`src/rtl/softirq_pkg.sv`:
```
package softirq_pkg;
  localparam int WORD_W     = 32;
  localparam int NUM_LVL    = 16;
  localparam int SOFT_SHIFT = 16;
  localparam int BE_W       = WORD_W / 8;

  typedef enum logic [1:0] {
    IDX_VIEW = 2'd0,
    IDX_CLR  = 2'd1,
    IDX_SET  = 2'd2
  } reg_idx_e;

  typedef struct packed {
    logic              clr;
    logic              set;
    logic [WORD_W-1:0] data;
  } wr_cmd_t;
endpackage

```
`src/rtl/sil_regport.sv`:
```
module sil_regport
  import softirq_pkg::*;
#(
  parameter int IDX_W = 4
) (
  input  logic              clk,
  input  logic              rst_n,
  input  logic              req_valid,
  output logic              req_ready,
  input  logic              req_write,
  input  logic [IDX_W-1:0]  req_idx,
  input  logic [WORD_W-1:0] req_wdata,
  input  logic [BE_W-1:0]   req_be,
  output logic              rsp_valid,
  input  logic              rsp_ready,
  output logic [WORD_W-1:0] rsp_data,
  input  logic [WORD_W-1:0] pend_view,
  output wr_cmd_t           cmd
);
  logic              accept;
  logic              full_word;
  logic              rsp_valid_q;
  logic [WORD_W-1:0] rsp_data_q;

  assign full_word = &req_be;
  assign req_ready = !rsp_valid_q || rsp_ready;
  assign accept    = req_valid && req_ready;

  always_ff @(posedge clk) begin
    if (!rst_n) begin
      rsp_valid_q <= 1'b0;
      rsp_data_q  <= '0;
    end else if (accept && !req_write) begin
      rsp_valid_q <= 1'b1;
      rsp_data_q  <= (full_word && req_idx == IDX_W'(IDX_VIEW)) ? pend_view : '0;
    end else if (rsp_ready) begin
      rsp_valid_q <= 1'b0;
    end
  end

  always_comb begin
    cmd.clr  = accept && req_write && full_word && (req_idx == IDX_W'(IDX_CLR));
    cmd.set  = accept && req_write && full_word && (req_idx == IDX_W'(IDX_SET));
    cmd.data = req_wdata;
  end

  assign rsp_valid = rsp_valid_q;
  assign rsp_data  = rsp_data_q;
endmodule

```
`src/rtl/sil_pending.sv`:
```
module sil_pending
  import softirq_pkg::*;
(
  input  logic               clk,
  input  logic               rst_n,
  input  wr_cmd_t            cmd,
  input  logic               bcast15,
  input  logic               timer_in,
  input  logic               is_target,
  input  logic [NUM_LVL-1:0] hard_raw,
  output logic [NUM_LVL-2:0] soft_d,
  output logic               bc_d,
  output logic               tm_d,
  output logic [WORD_W-1:0]  pend_view
);
  localparam int SOFT_LSB = SOFT_SHIFT + 1;
  localparam int BC_BIT   = NUM_LVL - 1;
  localparam int TM_BIT   = NUM_LVL - 2;
  localparam logic [WORD_W-1:0] SOFT_MASK = ~((WORD_W'(1) << SOFT_LSB) - WORD_W'(1));
  localparam logic [WORD_W-1:0] SET_MASK  = SOFT_MASK;
  localparam logic [WORD_W-1:0] CLR_MASK  = SOFT_MASK | (WORD_W'(1) << BC_BIT);

  logic [WORD_W-1:0]  latch_q, latch_d;
  logic               tm_q;
  logic               line_q;
  logic [NUM_LVL-1:0] mir_q, mir_d;
  logic               bc_rise, bc_fall;

  assign bc_rise = bcast15 && !line_q;
  assign bc_fall = !bcast15 && line_q;

  // Soft field and broadcast bit share one word; the mask keeps the rest at 0.
  always_comb begin
    latch_d = latch_q;
    if (cmd.set) latch_d = latch_d | (cmd.data & SET_MASK);
    if (cmd.clr) latch_d = latch_d & ~(cmd.data & CLR_MASK);
    if (bc_fall) latch_d[BC_BIT] = 1'b0;
    if (bc_rise) latch_d[BC_BIT] = 1'b1;   // newest edge wins over a clear
    latch_d = latch_d & CLR_MASK;
  end

  assign mir_d  = is_target ? hard_raw : '0;
  assign soft_d = latch_d[WORD_W-1:SOFT_LSB];
  assign bc_d   = latch_d[BC_BIT];
  assign tm_d   = timer_in;

  always_ff @(posedge clk) begin
    if (!rst_n) begin
      latch_q <= '0;
      tm_q    <= 1'b0;
      line_q  <= 1'b0;
      mir_q   <= '0;
    end else begin
      latch_q <= latch_d;
      tm_q    <= tm_d;
      line_q  <= bcast15;
      mir_q   <= mir_d;
    end
  end

  always_comb begin
    pend_view = latch_q;
    pend_view[TM_BIT] = tm_q;
    pend_view[NUM_LVL-1:0] = pend_view[NUM_LVL-1:0] | mir_q;
    pend_view[0] = 1'b0;
  end
endmodule

```
`src/rtl/sil_merge.sv`:
```
module sil_merge
  import softirq_pkg::*;
(
  input  logic               clk,
  input  logic               rst_n,
  input  logic [NUM_LVL-2:0] soft_d,
  input  logic               bc_d,
  input  logic               tm_d,
  input  logic               master_dis,
  input  logic               is_target,
  input  logic [NUM_LVL-1:0] hard_en,
  output logic [NUM_LVL-1:0] lvl_out,
  output logic [NUM_LVL-1:0] lvl_rise,
  output logic [NUM_LVL-1:0] lvl_fall
);
  localparam int BC_BIT = NUM_LVL - 1;
  localparam int TM_BIT = NUM_LVL - 2;

  logic [NUM_LVL-1:0] hard_vec;
  logic [NUM_LVL-1:0] nmi_vec;
  logic [NUM_LVL-1:0] lvl_d;
  logic [NUM_LVL-1:0] lvl_q, rise_q, fall_q;

  assign hard_vec = (is_target && !master_dis) ? hard_en : '0;

  for (genvar g = 0; g < NUM_LVL; g++) begin : g_nmi
    if (g == BC_BIT) begin : g_bc
      assign nmi_vec[g] = bc_d && !master_dis;
    end else if (g == TM_BIT) begin : g_tm
      assign nmi_vec[g] = tm_d && !master_dis;
    end else begin : g_none
      assign nmi_vec[g] = 1'b0;
    end
  end

  always_comb begin
    lvl_d    = {soft_d, 1'b0} | hard_vec | nmi_vec;
    lvl_d[0] = 1'b0;
  end

  always_ff @(posedge clk) begin
    if (!rst_n) begin
      lvl_q  <= '0;
      rise_q <= '0;
      fall_q <= '0;
    end else begin
      lvl_q  <= lvl_d;
      rise_q <= lvl_d & ~lvl_q;
      fall_q <= lvl_q & ~lvl_d;
    end
  end

  assign lvl_out  = lvl_q;
  assign lvl_rise = rise_q;
  assign lvl_fall = fall_q;
endmodule

```
`src/rtl/softirq_lvl_unit.sv`:
```
module softirq_lvl_unit
  import softirq_pkg::*;
#(
  parameter int IDX_W = 4
) (
  input  logic               clk,
  input  logic               rst_n,
  input  logic               req_valid,
  output logic               req_ready,
  input  logic               req_write,
  input  logic [IDX_W-1:0]   req_idx,
  input  logic [WORD_W-1:0]  req_wdata,
  input  logic [BE_W-1:0]    req_be,
  output logic               rsp_valid,
  input  logic               rsp_ready,
  output logic [WORD_W-1:0]  rsp_data,
  input  logic [NUM_LVL-1:0] hard_raw,
  input  logic [NUM_LVL-1:0] hard_en,
  input  logic               is_target,
  input  logic               master_dis,
  input  logic               bcast15,
  input  logic               timer_in,
  output logic [NUM_LVL-1:0] lvl_out,
  output logic [NUM_LVL-1:0] lvl_rise,
  output logic [NUM_LVL-1:0] lvl_fall
);
  wr_cmd_t            cmd;
  logic [WORD_W-1:0]  pend_view;
  logic [NUM_LVL-2:0] soft_d;
  logic               bc_d;
  logic               tm_d;

  sil_regport #(.IDX_W(IDX_W)) u_port (
    .clk       (clk),
    .rst_n     (rst_n),
    .req_valid (req_valid),
    .req_ready (req_ready),
    .req_write (req_write),
    .req_idx   (req_idx),
    .req_wdata (req_wdata),
    .req_be    (req_be),
    .rsp_valid (rsp_valid),
    .rsp_ready (rsp_ready),
    .rsp_data  (rsp_data),
    .pend_view (pend_view),
    .cmd       (cmd)
  );

  sil_pending u_pend (
    .clk       (clk),
    .rst_n     (rst_n),
    .cmd       (cmd),
    .bcast15   (bcast15),
    .timer_in  (timer_in),
    .is_target (is_target),
    .hard_raw  (hard_raw),
    .soft_d    (soft_d),
    .bc_d      (bc_d),
    .tm_d      (tm_d),
    .pend_view (pend_view)
  );

  sil_merge u_merge (
    .clk        (clk),
    .rst_n      (rst_n),
    .soft_d     (soft_d),
    .bc_d       (bc_d),
    .tm_d       (tm_d),
    .master_dis (master_dis),
    .is_target  (is_target),
    .hard_en    (hard_en),
    .lvl_out    (lvl_out),
    .lvl_rise   (lvl_rise),
    .lvl_fall   (lvl_fall)
  );
endmodule

```
`config.mk`:
```
export PLATFORM = sky130hd
export DESIGN_NAME = softirq_lvl_unit
export DESIGN_NICKNAME = d
export VERILOG_FILES = /design/src/rtl/softirq_pkg.sv /design/src/rtl/sil_regport.sv /design/src/rtl/sil_pending.sv /design/src/rtl/sil_merge.sv /design/src/rtl/softirq_lvl_unit.sv
export SDC_FILE = /design/constraint.sdc
export NUM_CORES = 1
export LEC_CHECK = 0
export BUFFER_PORTS_ARGS = -buffer_cell sky130_fd_sc_hd__buf_2
export CELL_PAD_IN_SITES_DETAIL_PLACEMENT = 0
export CELL_PAD_IN_SITES_GLOBAL_PLACEMENT = 2
export CORE_ASPECT_RATIO = 1.2
export CORE_MARGIN = 4
export CORE_UTILIZATION = 30
export CTS_CLUSTER_DIAMETER = 60
export DETAILED_ROUTE_END_ITERATION = 12
export PLACE_DENSITY_LB_ADDON = 0.1
export SETUP_SLACK_MARGIN = 0.1
export SYNTH_ARGS = -nofsm -noshare
export SYNTH_HDL_FRONTEND = slang
export SYNTH_SLANG_ARGS = --single-unit
```
`constraint.sdc`:
```
create_clock -name clk -period 4 [get_ports clk]
set_input_delay 0.8 -clock clk [delete_from_list [all_inputs] [get_ports clk]]
set_output_delay 0.8 -clock clk [all_outputs]
set_load 0.01 [all_outputs]
```
* After elaboration in Yosys (flattened, before gate mapping)
Cells that the tools add are included.
Widths: inputs -> output; s select.
** Word-level totals
- Logic and storage cells :: 53
- Output and inout bits :: 82
- Register bits :: 131
- Input bits :: 81
** Operators by class
- Reductions and logical operators :: 22
- Bitwise gates (word level) :: 10
- Mux-type cells :: 8
- Equal/unequal tests :: 2
** Operators by type and width (number)
- $mux 32 :: 3
- $or 16x16->16 :: 3
- $and 16x16->16 :: 2
- $and 32x32->32 :: 1
- $not 16->16 :: 2
- $not 32->32 :: 1
- $or 32x32->32 :: 1
- $mux 16 :: 1
- $logic_and 1x1->1 :: 12
- $logic_not 1->1 :: 5
- $eq 4x1->1 const B :: 1
- $eq 4x2->1 const B :: 1
- $logic_not 4->1 :: 1
- $mux 1 :: 4
- $reduce_and 4->1 :: 1
- $reduce_and 2->1 :: 1
- $reduce_bool 2->1 :: 1
- $logic_or 1x1->1 :: 1

* Logic depth before layout (Yosys ltp)
- Depth after elaboration :: 15
- Depth in mapped cells :: 7
- Mapped depth without buffers :: 6

* Cells and area by module
Synthesis repeated with hierarchy kept, for this count alone.
** Unflattened totals
- Cells, all modules :: 433
- Area, all modules :: 4631.9 um^2
** By module, submodules not included
- sil_regport :: cells each 159, instances 1, seq. area each 660.6 um^2, area each 1744.2 um^2
- sil_merge :: cells each 131, instances 1, seq. area each 900.9 um^2, area each 1472.7 um^2
- sil_pending :: cells each 143, instances 1, seq. area each 660.6 um^2, area each 1415.1 um^2

* Worst setup path before layout
OpenSTA, ideal clock, no wires.
- Path kind :: input port to flip-flop
- Start :: input port rsp_ready
- End :: register u_port.rsp_data_q[10] (netlist: u_port.rsp_data[10])
- Stages :: 7
- Required time :: 3.935 ns
- Setup time :: 0.065 ns
- Path slack :: 1.919 ns
- Buffers on the path :: 1
- Data arrival time :: 2.015 ns
- Path through :: and2b_2 -> inv_1 -> nand3b_1 -> nor2_4 -> buf_2 -> a22oi_1 -> nor2b_1
** Between the ends
- Word-level cells in the longest chain between the ends :: 3
** RTL lines
- start: declaration :: RTL line softirq_lvl_unit.sv:15 : input logic rsp_ready,
- $logic_or 1x1->1 :: RTL line sil_regport.sv:26 : assign req_ready = !rsp_valid_q || rsp_ready;
- net req_ready :: RTL line softirq_lvl_unit.sv:9 : output logic req_ready,
- $logic_and 1x1->1 :: RTL line sil_regport.sv:27 : assign accept = req_valid && req_ready;
- $logic_and 1x1->1 :: RTL line sil_regport.sv:33 : end else if (accept && !req_write) begin
- end signal: assignment :: RTL line sil_regport.sv:35 : rsp_data_q <= (full_word && req_idx == IDX_W'(IDX_VIEW)) ? pend_view : '0;
- end: declaration :: RTL line sil_regport.sv:23 : logic [WORD_W-1:0] rsp_data_q;
The timed path passes the listed nets, and every way through them passes these cells.
A chain may end at the register's enable or synchronous reset.

* Worst setup path in the final report
- Start :: input port req_idx[1]
- End :: register u_merge.fall_q[1] (netlist: u_merge.lvl_fall[1])
** Between the ends
- Word-level cells in the longest chain between the ends :: 9
- Elaborated cells between the ends (all ways) :: 11
- Classes of those cells :: eq/ne (2); mux (2); bitwise (5); reduce/logical (2)
** RTL lines
- start: declaration :: RTL line softirq_lvl_unit.sv:11 : input logic [IDX_W-1:0] req_idx,
- $eq 4x2->1 :: RTL line sil_regport.sv:43 : cmd.set = accept && req_write && full_word && (req_idx == IDX_W'(IDX_SET));
- $logic_and 1x1->1 :: RTL line sil_regport.sv:43
- $mux 32 :: RTL line sil_pending.sv:35 : if (cmd.set) latch_d = latch_d | (cmd.data & SET_MASK);
- $and 32x32->32 :: RTL line sil_pending.sv:36 : if (cmd.clr) latch_d = latch_d & ~(cmd.data & CLR_MASK);
- $mux 32 * :: RTL line sil_pending.sv:36
- $or 16x16->16 * (2 in series) :: RTL line sil_merge.sv:37 : lvl_d = {soft_d, 1'b0} | hard_vec | nmi_vec;
- $not 16->16 * :: RTL line sil_merge.sv:49 : fall_q <= lvl_q & ~lvl_d;
- $and 16x16->16 * :: RTL line sil_merge.sv:49
- end signal: assignment :: RTL line sil_merge.sv:49
- end: declaration :: RTL line sil_merge.sv:22 : logic [NUM_LVL-1:0] lvl_q, rise_q, fall_q;
Every way passes the cells marked *; elsewhere a longest branch is shown, timed or not.

==> results.py <==
metrics = {
    "synthesis": {
        "yosysTopAreaCell": "dfxtp_1",
        "synth.avg_cell_area_um2": 11.0,
        "yosysTopAreaCellShare_pct": 57.1,
        "synth_seq_area_share_pct": 57.1,
        "synth.area.top_cells": "dfxtp_1, nor2b_1, a22oi_1",
        "ys_ff_latch": 109,
        "synth_cells": 347,
        "yosysUniqueCellTypes": 34,
        "yosysWarnings": 0,
        "syn-cell-area_um2": 3820,
    },
    "clocking": {
        "post_cts_resized": 0,
        "cts.sinks": 109,
        "cts-buffers-inserted": 9,
        "root_buffer": "clkbuf_16",
        "htreeDepth": 3,
        "holdBufCountCts": 0,
        "clkLatencyLatePin_ns": 0.35,
        "cts_setup_buffers": 0,
        "clk_pin_slew_ns": 0.07,
        "tritoncts": "yes",
        "clockBufferDepth": 2,
    },
    "timing": {
        "fin_ws_ns": 1.50,
        "skew_ns": 0.00687,
        "relSlewSlack_pct": 45.2,
        "fin_crit_ns": 2.50,
        "tns_ns": 0,
        "fmax_mhz": 400,
        "rsz0062_at_grt": "false",
        "whs_ns": 0.435,
        "setup_viol": 0,
        "worst_slew_pin_slew_ns": 0.820,
        "layout_worst_path_cycle_share_pct": 62.6,
        "hold_viol": 0,
        "drv_slew": 0,
    },
    "critical_path": {
        "end_kind": "flip-flop",
        "r2r_slack_ns": 1.88,
        "crit_start": "req_idx[1]",
        "max_stage_delay_ns": 0.63,
        "criticalPathCategory": "input pin to flip-flop",
        "reg2reg_depth": 6,
        "worstSetupEndpoint": "u_merge.lvl_fall[1]$_SDFF_PN0_",
        "cp_common_cell": "nor4b_4",
        "cp_max_fo": 8,
        "start_kind": "input pin",
        "r2r-end": "u_merge.lvl_fall[1]$_SDFF_PN0_",
        "worstPathRequired_ns": 4.29,
        "crit_slowest_cell": "nor4b_4",
        "r2r-start": "u_port.rsp_valid$_SDFFE_PN0P_",
        "arrival_ns": 2.80,
        "crit_chain": "buf_2 > nor4b_4 > nor4b_4 > buf_4 > nand2_1 > a22oi_1 > and3_1",
    },
    "finish": {
        "fill_cells": 1248,
        "final_cells": 645,
        "final_common_cell": "buf_2",
        "fin_nets": 560,
        "multi_input_area_um2": 1500,
        "drive_above_1_share_pct": 38.8,
        "seqCellArea_um2": 2180,
        "insertedDiodeCount": 0,
        "synthToLayoutAreaGrowth_pct": 29.5,
        "layout_common_cells": "buf_2, dfxtp_1, nor2b_1",
    },
    "pwr": {
        "p_leak_nw": 2.36,
        "finalPower_w": 0.00221,
        "power_per_cell_area_nw_per_um2": 447,
        "vdd_drop_max_mv": 0.248,
    },
    "global_route": {
        "grt_pass1_wl_um": 15800,
        "grt_usage_pct": 13.7,
        "overflow": 0,
        "grt_pass1_vias": 2988,
        "grt_antenna_before_repair": 0,
        "grt_max_degree": 72,
    },
    "flow_run": {
        "maxCapViolations": 0,
    },
    "floorplanning": {
        "initial_utilization_pct": 31.1,
        "die_width_um": 111,
        "ioPinCount": 163,
        "rows": 44,
        "die_h_um": 132,
        "die_area_um2": 14600,
        "core_um2": 12300,
    },
    "route": {
        "drt-initial-drc-count": 95,
        "via_per_inst": 4.57,
        "drt_drc_violations_left": 0,
        "drt-pass1-iter-count": 4,
        "vias": 2948,
        "routed_wl_um": 9890,
        "ant_nets": 0,
        "wire_per_inst_um": 15.3,
    },
    "outcome": {
        "status": "complete, no violations",
    },
    "min_path": {
        "hp-class": "flip-flop to flip-flop",
    },
    "place": {
        "place_hpwl_um": 6740,
        "portBuffers": 139,
        "place.gp.congestion": 0.689,
        "preCtsSetupSlack_ns": 1.12,
        "dp.cells": 629,
    },
}
critical path: cells and delay by family:
kind / cells / cell delay [ns]
compound gates: 1 / 0.31
simple gates: 4 / 1.27
buf+inv: 2 / 0.41
worst min path at each step:
stage,slack (ns),startpoint,cells past startpoint,to
after floorplan,0.46,u_pend.mir_q[10]$_SDFF_PN0_,2,u_port.rsp_data[10]$_SDFFE_PN0P_
after global placement,0.42,u_merge.lvl_out[10]$_SDFF_PN0_,1,u_merge.lvl_rise[10]$_SDFF_PN0_
final,0.43,u_merge.lvl_out[13]$_SDFF_PN0_,1,u_merge.lvl_rise[13]$_SDFF_PN0_
after detailed placement,0.43,u_merge.lvl_out[13]$_SDFF_PN0_,1,u_merge.lvl_rise[13]$_SDFF_PN0_
after CTS,0.44,u_merge.lvl_out[13]$_SDFF_PN0_,1,u_merge.lvl_rise[13]$_SDFF_PN0_
after global routing,0.45,u_merge.lvl_out[13]$_SDFF_PN0_,1,u_merge.lvl_rise[13]$_SDFF_PN0_
metal layers:
metal / GRT usage [%] / up-vias / share of wire [%]
met5: 0 / - / 0
met4: 6.69 / 0 / 2.0
met3: 4.05 / 12 / 7.1
met2: 22.2 / 91 / 47
met1: 16.5 / 1363 / 44
li1: - / 1482 / -
layout make-up:
cell class,count,share of cell area (%)
sequential,109,44.1
tap,161,4.07
clock inverter,7,2.12
timing repair buffer,143,14.7
multi-input combinational,214,30.3
clock buffer,9,4.55
inverter,2,0.152
synth_stat cells:
cell,count
a211oi_1,1
a21boi_0,2
a21o_1,14
a21oi_1,4
a21oi_2,1
a22oi_1,32
a22oi_2,9
a311oi_1,1
a31o_2,2
and2_1,2
and2b_2,2
and3_1,36
and3_2,9
buf_2,2
buf_4,6
buf_6,3
clkbuf_1,15
conb_1,1
dfxtp_1,109
inv_1,2
nand2_1,17
nand2b_1,1
nand3_1,1
nand3b_1,1
nand4_2,1
nor2_1,3
nor2_4,1
nor2b_1,45
nor3_1,3
nor3b_1,15
nor4_1,1
nor4b_2,1
nor4b_4,3
o21ai_0,1
stage by stage:
stage / area, µm² / util (%)
floorplan: 3840 / -
global placement: 4620 / 37.6
detailed placement: 4620 / 37.6
CTS: 4950 / 40.3
global route: 4950 / 40.3
finish: 4950 / 40.3
sequential cells by signal, summed over array words and instances, names as in the netlist, 15 cells and up:
name,cells
u_merge.lvl_fall,15
u_merge.lvl_out,15
u_merge.lvl_rise,15
u_pend.latch_q,16
u_pend.mir_q,15
u_port.rsp_data,30
power by group:
group / switching [W] / internal, W
sequential: 0.00000716 / 0.00110
combinational: 0.0000700 / 0.0000582
clock: 0.000415 / 0.000558
kinds of logic (layout without fill, tap and decap cells):
family                 count (synthesis)  after routing  synth area share, %
DFF                                  109            109                 57.1
and+or+nand+nor                      142            142                 24.7
other                                  1              5               0.0981
buffers and inverters                 28            161                 3.99
AOI/OAI and AO/OA                     67             67                 14.1
Note: power is estimated with default switching activity, not from simulation.
